### config.mk
export PLATFORM = sky130hd
export DESIGN_NAME = cf_decoder
export DESIGN_NICKNAME = d
export VERILOG_FILES = /design/src/rtl/cfd_pkg.sv /design/src/rtl/cfd_opdecode.sv /design/src/rtl/cfd_addrgen.sv /design/src/rtl/cfd_condsel.sv /design/src/rtl/cf_decoder.sv
export SDC_FILE = /design/constraint.sdc
export NUM_CORES = 1
export LEC_CHECK = 0
export BUFFER_PORTS_ARGS = -buffer_cell sky130_fd_sc_hd__buf_2
export CAP_MARGIN = 30
export CORE_UTILIZATION = 60
export CTS_BUF_LIST = sky130_fd_sc_hd__clkbuf_2 sky130_fd_sc_hd__clkbuf_4 sky130_fd_sc_hd__clkbuf_8
export CTS_CLUSTER_SIZE = 20
export DETAILED_ROUTE_END_ITERATION = 10
export PLACE_DENSITY = 0.85
export SLEW_MARGIN = 20
export SYNTH_ARGS = -nofsm -noshare
export SYNTH_HDL_FRONTEND = slang
export SYNTH_SLANG_ARGS = --single-unit
### constraint.sdc
create_clock -name clk -period 5.6 [get_ports clk]
set_clock_uncertainty 0.2 [all_clocks]
set_input_delay 0.56 -clock clk [delete_from_list [all_inputs] [get_ports clk]]
set_output_delay 0.56 -clock clk [all_outputs]
set_load 0.01 [all_outputs]
### src/rtl/cfd_pkg.sv
package cfd_pkg;

    localparam int INSTR_W = 16;
    localparam int FLAG_W  = 8;
    localparam int FEAT_W  = 3;
    localparam int FEAT_LONG = 0;
    localparam int FEAT_IND  = 1;
    localparam int FEAT_EXT  = 2;

    typedef enum logic [2:0] {
        CF_OTHER  = 3'd0,
        CF_JUMP   = 3'd1,
        CF_CALL   = 3'd2,
        CF_RET    = 3'd3,
        CF_RETI   = 3'd4,
        CF_BRANCH = 3'd5,
        CF_SKIP   = 3'd6
    } cf_class_e;

    typedef enum logic [4:0] {
        OP_NONE, OP_RELJ, OP_RELC, OP_ABSJ, OP_ABSC,
        OP_ZJ, OP_ZC, OP_XJ, OP_XC, OP_RET, OP_RETI,
        OP_BSET, OP_BCLR, OP_RSKC, OP_RSKS, OP_ISKC, OP_ISKS
    } op_kind_e;

    typedef struct packed {
        logic       from_io;
        logic       on_set;
        logic [4:0] addr;
        logic [2:0] bitsel;
        logic [1:0] words;
    } skip_info_t;

    // True when a word is the first half of a two-word jump or call.
    function automatic logic is_long_word(input logic [INSTR_W-1:0] w);
        return (w[15:9] == 7'b1001010) && (w[3:2] == 2'b11);
    endfunction

    function automatic op_kind_e decode_kind(input logic [INSTR_W-1:0] w);
        op_kind_e k;
        casez (w)
            16'h9409:               k = OP_ZJ;
            16'h9419:               k = OP_XJ;
            16'h9509:               k = OP_ZC;
            16'h9519:               k = OP_XC;
            16'h9508:               k = OP_RET;
            16'h9518:               k = OP_RETI;
            16'b1100_????_????_????: k = OP_RELJ;
            16'b1101_????_????_????: k = OP_RELC;
            16'b1001_010?_????_110?: k = OP_ABSJ;
            16'b1001_010?_????_111?: k = OP_ABSC;
            16'b1111_00??_????_????: k = OP_BSET;
            16'b1111_01??_????_????: k = OP_BCLR;
            16'b1111_110?_????_0???: k = OP_RSKC;
            16'b1111_111?_????_0???: k = OP_RSKS;
            16'b1001_1001_????_????: k = OP_ISKC;
            16'b1001_1011_????_????: k = OP_ISKS;
            default:                k = OP_NONE;
        endcase
        return k;
    endfunction

endpackage

### src/rtl/cfd_opdecode.sv
module cfd_opdecode
    import cfd_pkg::*;
(
    input  logic [INSTR_W-1:0] instr_i,
    input  logic [FEAT_W-1:0]  feat_i,
    output op_kind_e           kind_o,
    output logic               gated_o,
    output logic               two_word_o
);
    op_kind_e raw;

    always_comb begin
        raw        = decode_kind(instr_i);
        kind_o     = raw;
        two_word_o = (raw == OP_ABSJ) || (raw == OP_ABSC);
        unique case (raw)
            OP_ABSJ, OP_ABSC: gated_o = !feat_i[FEAT_LONG];
            OP_ZJ, OP_ZC:     gated_o = !feat_i[FEAT_IND];
            OP_XJ, OP_XC:     gated_o = !feat_i[FEAT_EXT];
            default:          gated_o = 1'b0;
        endcase
    end
endmodule

### src/rtl/cfd_addrgen.sv
module cfd_addrgen #(
    parameter int PC_W = 22
) (
    input  logic [11:0]      off12_i,
    input  logic [6:0]       off7_i,
    input  logic [5:0]       long_hi_i,
    input  logic [15:0]      next_word_i,
    input  logic [PC_W-1:0]  npc_i,
    input  logic [15:0]      z_i,
    input  logic [PC_W-17:0] eind_i,
    output logic [PC_W-1:0]  rel_tgt_o,
    output logic [PC_W-1:0]  br_tgt_o,
    output logic [PC_W-1:0]  long_tgt_o,
    output logic [PC_W-1:0]  ind_tgt_o,
    output logic [PC_W-1:0]  ext_tgt_o,
    output logic [PC_W-1:0]  seq1_o,
    output logic [PC_W-1:0]  seq2_o
);
    localparam int LONG_W = 22;
    localparam int EXT_W  = PC_W - 16;

    logic [LONG_W-1:0] long_raw;
    logic [PC_W-1:0]   off12_x;
    logic [PC_W-1:0]   off7_x;

    assign off12_x  = {{(PC_W-12){off12_i[11]}}, off12_i};
    assign off7_x   = {{(PC_W-7){off7_i[6]}}, off7_i};
    assign long_raw = {long_hi_i, next_word_i};

    // All candidate targets are formed side by side; the top picks one.
    assign rel_tgt_o = npc_i + off12_x;
    assign br_tgt_o  = npc_i + off7_x;
    assign seq1_o    = npc_i + PC_W'(1);
    assign seq2_o    = npc_i + PC_W'(2);
    assign ind_tgt_o = {{EXT_W{1'b0}}, z_i};
    assign ext_tgt_o = {eind_i, z_i};

    generate
        if (PC_W >= LONG_W) begin : g_long_full
            assign long_tgt_o = PC_W'(long_raw);
        end else begin : g_long_cut
            assign long_tgt_o = long_raw[PC_W-1:0];
        end
    endgenerate
endmodule

### src/rtl/cfd_condsel.sv
module cfd_condsel
    import cfd_pkg::*;
(
    input  op_kind_e           kind_i,
    input  logic [FLAG_W-1:0]  flags_i,
    input  logic [2:0]         bsel_i,
    input  logic [4:0]         reg_addr_i,
    input  logic [4:0]         io_addr_i,
    input  logic               follow_long_i,
    output logic               br_taken_o,
    output logic               is_skip_o,
    output skip_info_t         skip_o
);
    logic flag_val;

    always_comb begin
        flag_val   = flags_i[bsel_i];
        br_taken_o = 1'b0;
        if (kind_i == OP_BSET) br_taken_o = flag_val;
        if (kind_i == OP_BCLR) br_taken_o = !flag_val;

        is_skip_o = (kind_i == OP_RSKC) || (kind_i == OP_RSKS) ||
                    (kind_i == OP_ISKC) || (kind_i == OP_ISKS);
        skip_o    = '0;
        if (is_skip_o) begin
            skip_o.from_io = (kind_i == OP_ISKC) || (kind_i == OP_ISKS);
            skip_o.on_set  = (kind_i == OP_RSKS) || (kind_i == OP_ISKS);
            skip_o.addr    = skip_o.from_io ? io_addr_i : reg_addr_i;
            skip_o.bitsel  = bsel_i;
            skip_o.words   = follow_long_i ? 2'd2 : 2'd1;
        end
    end
endmodule

### src/rtl/cf_decoder.sv
module cf_decoder
    import cfd_pkg::*;
#(
    parameter int PC_W = 22
) (
    input  logic             clk,
    input  logic             rst,
    input  logic             valid_i,
    input  logic [15:0]      instr_i,
    input  logic [15:0]      next_word_i,
    input  logic [PC_W-1:0]  npc_i,
    input  logic [15:0]      z_i,
    input  logic [PC_W-17:0] eind_i,
    input  logic [7:0]       flags_i,
    input  logic [2:0]       feat_i,
    output logic             valid_o,
    output logic [2:0]       class_o,
    output logic [PC_W-1:0]  target_o,
    output logic [PC_W-1:0]  ret_addr_o,
    output logic             taken_o,
    output logic             nop_o,
    output logic             skip_io_o,
    output logic             skip_on_set_o,
    output logic [4:0]       skip_addr_o,
    output logic [2:0]       skip_bit_o,
    output logic [1:0]       skip_words_o
);
    op_kind_e   kind;
    logic       gated, two_word, follow_long;
    logic       br_taken, is_skip;
    skip_info_t skip;
    logic [PC_W-1:0] rel_tgt, br_tgt, long_tgt, ind_tgt, ext_tgt, seq1, seq2;

    cf_class_e       n_class;
    logic [PC_W-1:0] n_target, n_ret;
    logic            n_nop;

    assign follow_long = is_long_word(next_word_i);

    cfd_opdecode u_dec (
        .instr_i    (instr_i),
        .feat_i     (feat_i),
        .kind_o     (kind),
        .gated_o    (gated),
        .two_word_o (two_word)
    );

    cfd_addrgen #(.PC_W(PC_W)) u_addr (
        .off12_i     (instr_i[11:0]),
        .off7_i      (instr_i[9:3]),
        .long_hi_i   ({instr_i[8:4], instr_i[0]}),
        .next_word_i (next_word_i),
        .npc_i       (npc_i),
        .z_i         (z_i),
        .eind_i      (eind_i),
        .rel_tgt_o   (rel_tgt),
        .br_tgt_o    (br_tgt),
        .long_tgt_o  (long_tgt),
        .ind_tgt_o   (ind_tgt),
        .ext_tgt_o   (ext_tgt),
        .seq1_o      (seq1),
        .seq2_o      (seq2)
    );

    cfd_condsel u_cond (
        .kind_i        (kind),
        .flags_i       (flags_i),
        .bsel_i        (instr_i[2:0]),
        .reg_addr_i    (instr_i[8:4]),
        .io_addr_i     (instr_i[7:3]),
        .follow_long_i (follow_long),
        .br_taken_o    (br_taken),
        .is_skip_o     (is_skip),
        .skip_o        (skip)
    );

    always_comb begin
        n_class  = CF_OTHER;
        n_target = npc_i;
        n_ret    = '0;
        n_nop    = 1'b0;
        if (gated) begin
            n_nop    = 1'b1;
            n_target = two_word ? seq1 : npc_i;
        end else begin
            unique case (kind)
                OP_RELJ: begin n_class = CF_JUMP; n_target = rel_tgt; end
                OP_RELC: begin n_class = CF_CALL; n_target = rel_tgt; n_ret = npc_i; end
                OP_ABSJ: begin n_class = CF_JUMP; n_target = long_tgt; end
                OP_ABSC: begin n_class = CF_CALL; n_target = long_tgt; n_ret = seq1; end
                OP_ZJ:   begin n_class = CF_JUMP; n_target = ind_tgt; end
                OP_ZC:   begin n_class = CF_CALL; n_target = ind_tgt; n_ret = npc_i; end
                OP_XJ:   begin n_class = CF_JUMP; n_target = ext_tgt; end
                OP_XC:   begin n_class = CF_CALL; n_target = ext_tgt; n_ret = npc_i; end
                OP_RET:  n_class = CF_RET;
                OP_RETI: n_class = CF_RETI;
                OP_BSET, OP_BCLR: begin
                    n_class  = CF_BRANCH;
                    n_target = br_taken ? br_tgt : npc_i;
                end
                default: begin
                    if (is_skip) begin
                        n_class  = CF_SKIP;
                        n_target = (skip.words == 2'd2) ? seq2 : seq1;
                    end
                end
            endcase
        end
    end

    always_ff @(posedge clk) begin
        if (rst) begin
            valid_o       <= 1'b0;
            class_o       <= '0;
            target_o      <= '0;
            ret_addr_o    <= '0;
            taken_o       <= 1'b0;
            nop_o         <= 1'b0;
            skip_io_o     <= 1'b0;
            skip_on_set_o <= 1'b0;
            skip_addr_o   <= '0;
            skip_bit_o    <= '0;
            skip_words_o  <= '0;
        end else begin
            valid_o       <= valid_i;
            class_o       <= n_class;
            target_o      <= n_target;
            ret_addr_o    <= n_ret;
            taken_o       <= br_taken;
            nop_o         <= n_nop;
            skip_io_o     <= skip.from_io;
            skip_on_set_o <= skip.on_set;
            skip_addr_o   <= skip.addr;
            skip_bit_o    <= skip.bitsel;
            skip_words_o  <= skip.words;
        end
    end

    // one result per accepted word, one clock later
    a_r11_result_follows: assert property (@(posedge clk) disable iff (rst)
        valid_i |=> valid_o);
    a_r11_no_spurious: assert property (@(posedge clk) disable iff (rst)
        !valid_i |=> !valid_o);
    // taken only reported for branches
    a_r5_taken_is_branch: assert property (@(posedge clk) disable iff (rst)
        taken_o |-> class_o == CF_BRANCH);
    // a branch not taken keeps the sequential address
    a_r5_not_taken_seq: assert property (@(posedge clk) disable iff (rst)
        (valid_o && class_o == CF_BRANCH && !taken_o) |-> target_o == $past(npc_i));
    // a disabled instruction never transfers control
    a_r8_nop_other: assert property (@(posedge clk) disable iff (rst)
        nop_o |-> class_o == CF_OTHER);
    // skip target sits skip_words past the following address
    a_r9_skip_span: assert property (@(posedge clk) disable iff (rst)
        (valid_o && class_o == CF_SKIP) |->
        ((skip_words_o == 2'd1 || skip_words_o == 2'd2) &&
         (target_o - $past(npc_i)) == PC_W'(skip_words_o)));
    // return address is the following address or one past it
    a_r6_call_ret: assert property (@(posedge clk) disable iff (rst)
        (valid_o && class_o == CF_CALL) |->
        (ret_addr_o == $past(npc_i) || ret_addr_o == $past(npc_i) + PC_W'(1)));
endmodule

==> results by group <==
Routing
  – Final WL: ~23000 um
  – Vias: just under 8000
  – ANT nets after route: 0
  – Number of DRC markers in iteration 0: 1020
  – Drt wl/cell: 20.1 um
  – DRT Pass-1 Iters: 7
  – Drt via density: roughly 6.7
  – DRC violations left: 0

Finish
  – Final layout net count: approximately 1100
  – Layout cells sized above 1: 18.4%
  – # diodes: 0
  – Synth-to-layout area growth: 14.2%

Pwr
  – Combinational group share of total power: approximately a third
  – Max VDD drop: ~0.16 mV
  – Overall power: between 1 and 1.5 mW
  – NetSw: around 0.48 mW
  – Sequential Power Share: roughly a third
  – Lkg Pwr: between 3 and 4 nW
  – Sw Ratio: 34.8%
  – Pwr dens: 186 mW/mm2
  – Internal: between 0.9 and 1 mW
  – Clock share of power: around a third

Setup path
  – Critical path startpoint: instr_i[9]
  – Worst Path Max Fanout: 31
  – Critical Path RT: about 5.6 ns
  – Worst setup EP type: flop
  – CP cell instances: buf_2 > and4bb_1 > and3_1 > nand2_1 > nand4_1 > nand4_1 > a221oi_1 > a2111oi_1
  – Crit path largest cell delay: 0.84 ns
  – CP startpoint kind: input port
  – Worst endpoint data arrival time: 3.80 ns
  – Slowest CP cell: nand4_1
  – CP bufs+invs: 1
  – Crit path max-delay family: simple AND/OR/NAND/NOR gates
  – Crit Path Class: input port to flop
  – Most used cell, CP: nand4_1

Logic synthesis
  – Post-synth EDFFs: 0
  – Synth Area in Simple Gates: a little over a quarter
  – Synth Net Count: 1037
  – Largest family of logic cells by synthesized area: compound AO/OA/AOI/OAI gates
  – Synth Area in XOR/XNOR: approximately 7.4%
  – Async S/R FF share, synth: 0%
  – Synth Area in Compound Gates: 29.5%
  – Cells after Synth: roughly 900
  – Synth Register Bits: between 60 and 70
  – Syn Area/Cell: roughly 7.2 um2
  – Post-synthesis adder-cell area fraction: a little under 9%
  – Post-synth top flop: dfxtp_1
  – Cell variety after synth: 71
  – Mux share of post-synthesis cell area: 2.77%
  – Mapped cell area: approximately 0.0065 mm2
  – Ys Warns: 0
  – Seq/Total Area, Yosys: 19.1%

STA
  – Max_slew headroom: 39.7%
  – Final Critical Period: between 3 and 4 ns
  – Max Fclk: 0.266 GHz
  – Final setup vio count: 0
  – Setup tns final: 0 ns
  – RSZ-0062 raised after global routing: no
  – Final Hold Viols: 0
  – Final-report max-slew violation count: 0
  – Slew at the pin with the worst max-slew slack: between 0.9 and 1 ns
  – Tcrit/Tclk final: between 60% and 70%

Global route
  – All-Layer GR Usage: about two fifths
  – Largest net degree at the start of global routing: 37
  – Initial antenna violation count: 0
  – First-pass GRT wire length: approximately 36000 um
  – Vias in the first global route: 6903
  – Remaining global-route overflow: 0

Hold path
  – Hold_sp: valid_i
  – HP Class: input port to flop

Placement
  – Final Wtd Congestion: ~1.0
  – Port Buffers: 151
  – HPWL Detailed: between 15000 and 20000 um

Clock tree
  – CTS Sinks: 62
  – Cts repair resizes: 0
  – TritonCTS clock tree: done
  – Num CTS Buffers: 9
  – Clock transition at path regs: 0.07 ns
  – CTS Hold Bufs: 0
  – Post-CTS Setup Bufs: 0
  – # H-tree levels: 3
  – CTS root buf: clkbuf_8
  – CTS max path bufs: 2

Die
  – Die height: approximately 110 um
  – Die ar.: 0.0113 mm2
  – FP Rows: 37
  – Core area: around 0.010 mm2
  – Top Ports: 152
  – Die Wd: approximately 110 um
  – Starting Density: between 60% and 70%

Status
  – Status: completed

Flow run
  – Max-cap viol count: 0
-- per-stage QoR --
step,setup slack (ns),utilization (%),hold slack (ns),area [um2],instances
6_report,1.84,71.4,0.217,7430,1147
3_3_place_gp,1.67,69.2,0.569,7210,1131
5_1_grt,1.64,71.4,0.243,7430,1147
3_5_place_dp,1.62,69.2,0.577,7210,1131
2_1_floorplan,2.40,-,0.482,6510,902
4_1_cts,1.97,71.4,0.218,7430,1147
-- flip-flops by register name (all words and copies together) (netlist names), 2 cells and up --
name          cells
skip_bit_o        3
target_o         22
class_o           3
ret_addr_o       22
skip_words_o      2
skip_addr_o       5
-- cell usage in the layout (no fill, tap or decap), types with 8 or more instances in the layout --
| master | instances |
|---|---|
| ha_1 | 43 |
| or3_1 | 11 |
| nand4_1 | 17 |
| a311oi_1 | 9 |
| xor2_1 | 26 |
| o21a_1 | 8 |
| buf_2 | 151 |
| nand2b_1 | 10 |
| o211ai_1 | 11 |
| dfxtp_1 | 62 |
| a21oi_1 | 71 |
| nor2_1 | 105 |
| a221oi_1 | 11 |
| a21o_1 | 20 |
| nand2_1 | 87 |
| and2_1 | 11 |
| and3_1 | 12 |
| a31oi_1 | 11 |
| nand3_1 | 23 |
| nand3b_1 | 9 |
| o21ai_0 | 53 |
| clkbuf_8 | 13 |
| mux2i_1 | 12 |
| a211oi_1 | 25 |
| inv_1 | 13 |
| nor3_1 | 38 |
| xnor2_1 | 29 |
-- metal layers --
metal | track usage, % | vias to the layer above | routed length [um]
met4 | 21.8 | 0 | 1210
li1 | - | 3593 | -
met1 | 56.0 | 3465 | 9050
met5 | 0 | - | 0
met3 | 8.34 | 100 | 3290
met2 | 60.6 | 580 | 9570
-- synth_stat cells, drive strengths merged, types with 8 or more instances --
master	count	area share (%)
xnor2	29	3.9
and3	12	1.2
nand3b	9	1.0
clkbuf	45	2.6
nor3	38	2.9
o211ai	11	1.3
a31oi	11	1.1
and2	11	1.1
nand3	23	1.8
o21a	8	0.92
inv	13	0.75
nand4	17	1.6
nand2	87	5.0
a21oi	71	5.5
a21o	20	2.3
dfxtp	62	19
a211oi	26	3.1
ha	43	8.3
nor2	106	6.2
buf	19	1.6
nand2b	10	0.96
a311oi	9	1.2
or3	11	1.1
o21ai	53	4.1
mux2i	12	1.8
xor2	26	3.5
a221oi	11	1.5
-- power by group through the flow --
stage                     Clock, mW  Sequential (mW)  Combinational [mW]
final                         0.444            0.463               0.475
after global routing          0.456            0.464               0.513
after CTS                     0.438            0.463               0.459
after detailed placement          0            0.473               0.457
after global placement            0            0.473               0.453
after floorplan                   0            0.480               0.304
-- path summary, 6_finish.rpt --
path,to,slack [ns],cells after the start
hold / removal,valid_o,0.22,2
setup / recovery,target_o[20],1.84,8
-- cell families (layout without fill, tap and decap cells) --
logic type / after synthesis / count (layout)
and+or+nand+nor: 363 / 363
DFF: 62 / 62
adders and majority gates: 45 / 45
buffers and inverters: 77 / 186
AOI/OAI and AO/OA: 285 / 285
xor gates and xnor gates: 55 / 55
muxes: 15 / 15
-- final cells by class --
cell class	instances	area [um2]
Clock buffer	14	186
Clock inverter	2	37.5
Multi-Input combinational cell	763	4950
Tap cell	136	170
Sequential cell	62	1240
Fill cell	908	2980
Timing Repair Buffer	157	801
Inverter	13	48.8
No activity file was read; power rests on OpenSTA's default activity.
